File: src/rtl/gpio_pkg.sv
package gpio_pkg;
    typedef enum logic [1:0] {
        SEL_NONE = 2'd0,
        SEL_DATA = 2'd1,
        SEL_DIR  = 2'd2
    } reg_sel_e;

    typedef enum logic {
        ST_IDLE = 1'b0,
        ST_RESP = 1'b1
    } rd_state_e;
endpackage

File: src/rtl/gpio_sync.sv
module gpio_sync #(
    parameter int W      = 8,
    parameter int STAGES = 2
) (
    input  logic         clk,
    input  logic [W-1:0] d,
    output logic [W-1:0] q
);
    logic [W-1:0] chain [STAGES];

    always_ff @(posedge clk) chain[0] <= d;

    for (genvar s = 1; s < STAGES; s++) begin : g_stage
        always_ff @(posedge clk) chain[s] <= chain[s-1];
    end

    assign q = chain[STAGES-1];
endmodule

File: src/rtl/gpio_regs.sv
module gpio_regs #(
    parameter int W = 8
) (
    input  logic         clk,
    input  logic         rst,
    input  logic         wr_data,
    input  logic         wr_dir,
    input  logic [W-1:0] wdata,
    output logic [W-1:0] latch_q,
    output logic [W-1:0] dir_q
);
    // Output latch: no reset on purpose
    always_ff @(posedge clk) begin
        if (wr_data) latch_q <= wdata;
    end

    // Direction mask: cleared by reset
    always_ff @(posedge clk) begin
        if (rst)         dir_q <= '0;
        else if (wr_dir) dir_q <= wdata;
    end

    p_latch_load_r3: assert property (@(posedge clk) disable iff (rst)
        wr_data |=> latch_q == $past(wdata))
        else $error("latch did not take written value");
endmodule

File: src/rtl/gpio_rdmux.sv
module gpio_rdmux
    import gpio_pkg::*;
#(
    parameter int W = 8
) (
    input  reg_sel_e     sel,
    input  logic [W-1:0] latch_q,
    input  logic [W-1:0] dir_q,
    input  logic [W-1:0] pin_sync,
    output logic [W-1:0] rd_value
);
    always_comb begin
        unique case (sel)
            SEL_DIR:  rd_value = dir_q;
            SEL_DATA: rd_value = (dir_q & latch_q) | (~dir_q & pin_sync);
            default:  rd_value = '0;
        endcase
    end
endmodule

File: src/rtl/gpio_port.sv
module gpio_port
    import gpio_pkg::*;
#(
    parameter int W         = 8,
    parameter int ADDR_W    = 13,
    parameter int DATA_BASE = 0,
    parameter int DIR_BASE  = 4,
    parameter int PORT_IDX  = 0,
    parameter int SYNC_LEN  = 2
) (
    input  logic              clk,
    input  logic              rst,
    input  logic              bus_sel,
    input  logic              bus_wr,
    input  logic [ADDR_W-1:0] bus_addr,
    input  logic [W-1:0]      bus_wdata,
    output logic [W-1:0]      bus_rdata,
    output logic              bus_rvalid,
    input  logic [W-1:0]      pin_in,
    output logic [W-1:0]      pin_out,
    output logic [W-1:0]      pin_oe
);
    localparam logic [ADDR_W-1:0] DATA_ADDR = ADDR_W'(DATA_BASE + PORT_IDX);
    localparam logic [ADDR_W-1:0] DIR_ADDR  = ADDR_W'(DIR_BASE + PORT_IDX);

    reg_sel_e     sel;
    logic         rd_acc;
    logic [W-1:0] latch_q, dir_q, pin_sync, rd_value;
    rd_state_e    state, state_nx;

    // Address decode
    always_comb begin
        if (!bus_sel)                  sel = SEL_NONE;
        else if (bus_addr == DATA_ADDR) sel = SEL_DATA;
        else if (bus_addr == DIR_ADDR)  sel = SEL_DIR;
        else                           sel = SEL_NONE;
    end
    assign rd_acc = (sel != SEL_NONE) && !bus_wr;

    gpio_regs #(.W(W)) u_regs (
        .clk     (clk),
        .rst     (rst),
        .wr_data (bus_wr && sel == SEL_DATA),
        .wr_dir  (bus_wr && sel == SEL_DIR),
        .wdata   (bus_wdata),
        .latch_q (latch_q),
        .dir_q   (dir_q)
    );

    gpio_sync #(.W(W), .STAGES(SYNC_LEN)) u_sync (
        .clk (clk),
        .d   (pin_in),
        .q   (pin_sync)
    );

    gpio_rdmux #(.W(W)) u_mux (
        .sel      (sel),
        .latch_q  (latch_q),
        .dir_q    (dir_q),
        .pin_sync (pin_sync),
        .rd_value (rd_value)
    );

    // Read controller: next state
    always_comb begin
        state_nx = state;
        unique case (state)
            ST_IDLE: if (rd_acc) state_nx = ST_RESP;   // GO_RESP
            ST_RESP: state_nx = rd_acc ? ST_RESP        // STAY_RESP
                                       : ST_IDLE;       // BACK_IDLE
            default: state_nx = ST_IDLE;
        endcase
    end

    // State register and read data capture
    always_ff @(posedge clk) begin
        if (rst) begin
            state     <= ST_IDLE;
            bus_rdata <= '0;
        end else begin
            state <= state_nx;
            if (rd_acc) bus_rdata <= rd_value;
        end
    end

    // Outputs
    always_comb begin
        bus_rvalid = (state == ST_RESP);
        pin_out    = latch_q;
        pin_oe     = dir_q;
    end

    p_oe_follow_r2: assert property (@(posedge clk) disable iff (rst)
        (bus_sel && bus_wr && bus_addr == DIR_ADDR) |=> pin_oe == $past(bus_wdata))
        else $error("direction write not reflected");

    p_resp_after_read_r7: assert property (@(posedge clk) disable iff (rst)
        (bus_sel && !bus_wr && (bus_addr == DATA_ADDR || bus_addr == DIR_ADDR))
        |=> bus_rvalid)
        else $error("missing read response");

    p_no_spurious_resp_r7: assert property (@(posedge clk) disable iff (rst)
        !(bus_sel && !bus_wr && (bus_addr == DATA_ADDR || bus_addr == DIR_ADDR))
        |=> !bus_rvalid)
        else $error("unexpected read response");

    p_miss_hold_r6: assert property (@(posedge clk) disable iff (rst)
        !(bus_sel && bus_wr && (bus_addr == DATA_ADDR || bus_addr == DIR_ADDR))
        |=> $stable(pin_oe))
        else $error("direction changed without a write");
endmodule

File: config.mk
export PLATFORM = sky130hd
export DESIGN_NAME = gpio_port
export DESIGN_NICKNAME = d
export VERILOG_FILES = /design/src/rtl/gpio_pkg.sv /design/src/rtl/gpio_sync.sv /design/src/rtl/gpio_regs.sv /design/src/rtl/gpio_rdmux.sv /design/src/rtl/gpio_port.sv
export SDC_FILE = /design/constraint.sdc
export NUM_CORES = 1
export LEC_CHECK = 0
export ABC_CLOCK_PERIOD_IN_PS = 2240
export CORE_UTILIZATION = 39
export CTS_CLUSTER_SIZE = 25
export DETAILED_ROUTE_END_ITERATION = 16
export PLACE_DENSITY = 0.85
export RECOVER_POWER = 25
export SYNTH_ARGS = -nofsm -noshare
export SYNTH_HDL_FRONTEND = slang
export SYNTH_HIERARCHICAL = 1
export SYNTH_SLANG_ARGS = --single-unit
File: constraint.sdc
create_clock -name clk -period 2.24 [get_ports clk]
set_clock_uncertainty 0.1 [all_clocks]
set_input_delay 0.56 -clock clk [delete_from_list [all_inputs] [get_ports clk]]
set_output_delay 0.56 -clock clk [all_outputs]
set_load 0.03 [all_outputs]
==> flow_summary.yaml <==
cts:
  worst_setup_hold_path_clk_slew_ns: 0.08
  clock_tree.htree_level_count: 2
  clk_latency_ns: 0.29
  cts_hold_repair.buffers: 0
  cts.sinks: 41
  cts.path.max_buffers: 2
  clk_root_buffer_cell: "clkbuf_8"
  tritoncts: "built"
  tritoncts.num_buffers: 5
pwr:
  share_comb_of_total_power_pct: 5.2
  leakagePower_nw: 0.868
  total_switching_power_mw: 0.278
  power_density_nw_per_um2: 565
  power.share.clock_pct: 40.1
  intPower_mw: 1.13
  portion_of_total_power_attributed_to_sequential_cells_pct: 54.7
  worst_ir_drop_vdd_mv: 0.494
  p_sw_share_pct: 19.7
global_routing:
  groute.usage.overall_pct: 17.8
  first_global_vias: 1133
  largest_net_degree_at_the_start_of_global_routing: 26
  antenna_found_initial: 0
  grt_pass1_wl_mm: 5.64
  grt_overflow: 0
routing:
  detail_route.drc_violations: 0
  dr_wl_met3_um: 248
  route.met2.wl_mm: 1.81
  post_drt_via_cell_ratio: 4.87
  detail_route.wl_per_cell_um: 14.7
  antenna_violating_nets_post_route: 0
  wirelength_mm: 3.75
  number_of_drc_violations_after_detailed_routing_iteration_0: 76
  via_count: 1236
  routed.top_layer: "met4"
  m1WireLength_mm: 1.65
  drt_pre_antenna_iters: 4
final_layout:
  layout-area-overhead-vs-synth_pct: 57.6
  filler_cell_count: 275
  layout_cell_share_with_drive_strength_beyond_1_pct: 27.7
  highest_count_cells_in_the_layout_ignoring_fill_and_taps: "36 x clkdlybuf4s50_1, 33 x dfxtp_1, 16 x nand2b_1, 16 x mux2i_1, 12 x buf_4"
  final_util_pct: 66.2
  stdcell_count: 254
  layout.cells.most_common: "clkdlybuf4s50_1"
  number_of_antenna_repair_diodes: 0
  num-nets-final: 240
timing:
  holdWs_ns: 0.227
  setup_viol: 0
  drv_slew: 0
  setup_ws_ns: 0.000146
  grt_setup_unrepaired: "yes"
  min_period_over_period_pct: 100
  worst_slew_pin_slew_ns: 0.327
  report.final.hold_viol_count: 0
  final_period_minus_worst_setup_slack_ns: 2.24
  max_freq_mhz: 446
  maxSlewHeadroom_pct: 78.1
worst_setup_path:
  timing.critical_path.fanout_max: 6
  critical_path.startpoint_type: "input pin"
  path_class: "input pin to flop"
  critical_path_required_ns: 2.35
  critical_path.endpoint_type: "flop"
  worst_ep_arrival_time_ns: 2.35
synthesis:
  synth_area_leader_cell: "dfxtp_1"
  yosysWarningCount: 6
  synthesis.area_um2: 1580
  postSynthCellCount: 139
  synth_net_count: 174
  distinct_cell_type_count_after_synthesis: 24
  ys_top_cells_by_area: "dfxtp_1 42%, edfxtp_1 15%, mux2i_1 10%, nand2b_1 6.7%, a311oi_1 3.9%"
  synth-seq-cells: 41
  synth_top_cell_area_share_pct: 41.7
  synth_area_per_cell_um2: 11.4
  sequential_area_share_after_synthesis_pct: 56.9
min_path:
  worstHoldPathType: "flop to flop"
place:
  post-place-ws_ns: -0.571
  detailedPlacementHpwl_mm: 2.27
  dp_cells: 238
  globalplace.congestion: 0.717
  numPortBuffers: 57
outcome:
  run_status: "complete, no violations"
floorplan:
  rows: 22
  die-width_um: 65.7
  floorplan.io_pins: 58
  floorplan.initialDensity_pct: 42.0
  die-area_um2: 4320
  die_height_um: 65.7
  fp.coreArea_um2: 3770
run:
  max_cap_violations: 0
[per-layer routing]
metal	vias up	track usage, %
li1	601	-
met1	588	23.0
met2	43	28.3
met3	4	5.03
met4	0	5.71
met5	-	0
[flip-flops by register name, summed over array words and instances (netlist names)]
register	flops
u_sync/chain	16
bus_rdata	8
u_regs/dir_q	8
u_regs/latch_q	8
bus_rvalid	1
[cells in the mapped netlist]
cell and number:
nand2_1 7, inv_1 5, buf_1 1, edfxtp_1 8, buf_4 8, nand4_1 1
nand2b_1 17, clkbuf_1 2, buf_6 3, dfxtp_1 33, a311oi_1 7, and2b_1 1
and4_1 1, nor2b_1 1, nor4_4 1, a21oi_1 8, nand4bb_1 1, mux2i_1 16
nor4_2 1, nor3_1 3, nor2_1 10, ha_1 2, nor3b_1 1, o21ai_0 1
[through the flow]
| stage | instance area [µm²] | TNS, ns | total power [mW] |
|---|---|---|---|
| CTS | 2430 | 0 | 1.42 |
| global route | 2490 | -0.456 | 1.46 |
| floorplan | 1590 | 0 | 0.808 |
| detailed placement | 2200 | -6.99 | 0.866 |
| finish | 2490 | 0 | 1.41 |
| global placement | 2200 | -5.96 | 0.865 |
[critical path: stages]
cell and delay (ns):
buf_6 0.10, nor4_4 0.28, nand4_1 0.20, nor2_2 0.20, buf_4 0.14, inv_2 0.04, ha_4 0.26, buf_6 0.14
a311oi_2 0.18, nand2b_1 0.10, mux2i_1 0.17
[power by group through the flow]
stage	Sequential, mW	Combinational (mW)	Clock [mW]
after global routing	0.771	0.0789	0.610
after global placement	0.787	0.0780	0
final	0.770	0.0735	0.566
after detailed placement	0.787	0.0795	0
after CTS	0.770	0.0737	0.573
after floorplan	0.786	0.0222	0
[cell type report]
class | instances | area (µm²) | area share (%)
Multi-Input combinational cell | 79 | 692 | 27.7
Clock buffer | 7 | 108 | 4.31
Clock inverter | 1 | 7.51 | 0.301
Timing Repair Buffer | 73 | 704 | 28.2
Tap cell | 48 | 60.1 | 2.41
Sequential cell | 41 | 901 | 36.1
Inverter | 5 | 22.5 | 0.903
[logic make-up (layout without fill, tap and decap cells)]
family / after synthesis / after routing / share of synthesized area, %
adders and majority gates: 2 / 2 / 1.58
muxes: 16 / 16 / 10.1
and+or+nand+nor: 45 / 45 / 16.8
buffers and inverters: 19 / 86 / 7.83
DFF: 41 / 41 / 56.9
AOI/OAI and AO/OA: 16 / 16 / 6.72
[path summary, 6_finish.rpt]
kind	from	to	slack [ns]	depth (start not counted)
max	bus_addr[9]	bus_rdata[1]$_SDFFE_PP0P_	0.0001	11
min	u_sync/chain[0][3]$_DFF_P_	u_sync/chain[0][11]$_DFF_P_	0.23	0
max reg2reg	u_regs/dir_q[4]$_SDFFE_PP0P_	bus_rdata[4]$_SDFFE_PP0P_	1.12	4
min reg2reg	u_sync/chain[0][3]$_DFF_P_	u_sync/chain[0][11]$_DFF_P_	0.23	0
[repair_timing]
| action | 4_1_cts | 5_1_grt |
|---|---|---|
| pin swaps | 13 | 11 |
| endpoints found under the setup margin | 8 | 9 |
| endpoints found under the hold margin | 0 | 0 |
| gates cloned | 1 | 0 |
| setup buffers | 3 | 4 |
| gates resized for setup | 37 | 30 |
Power figures use the tool's default switching activity.
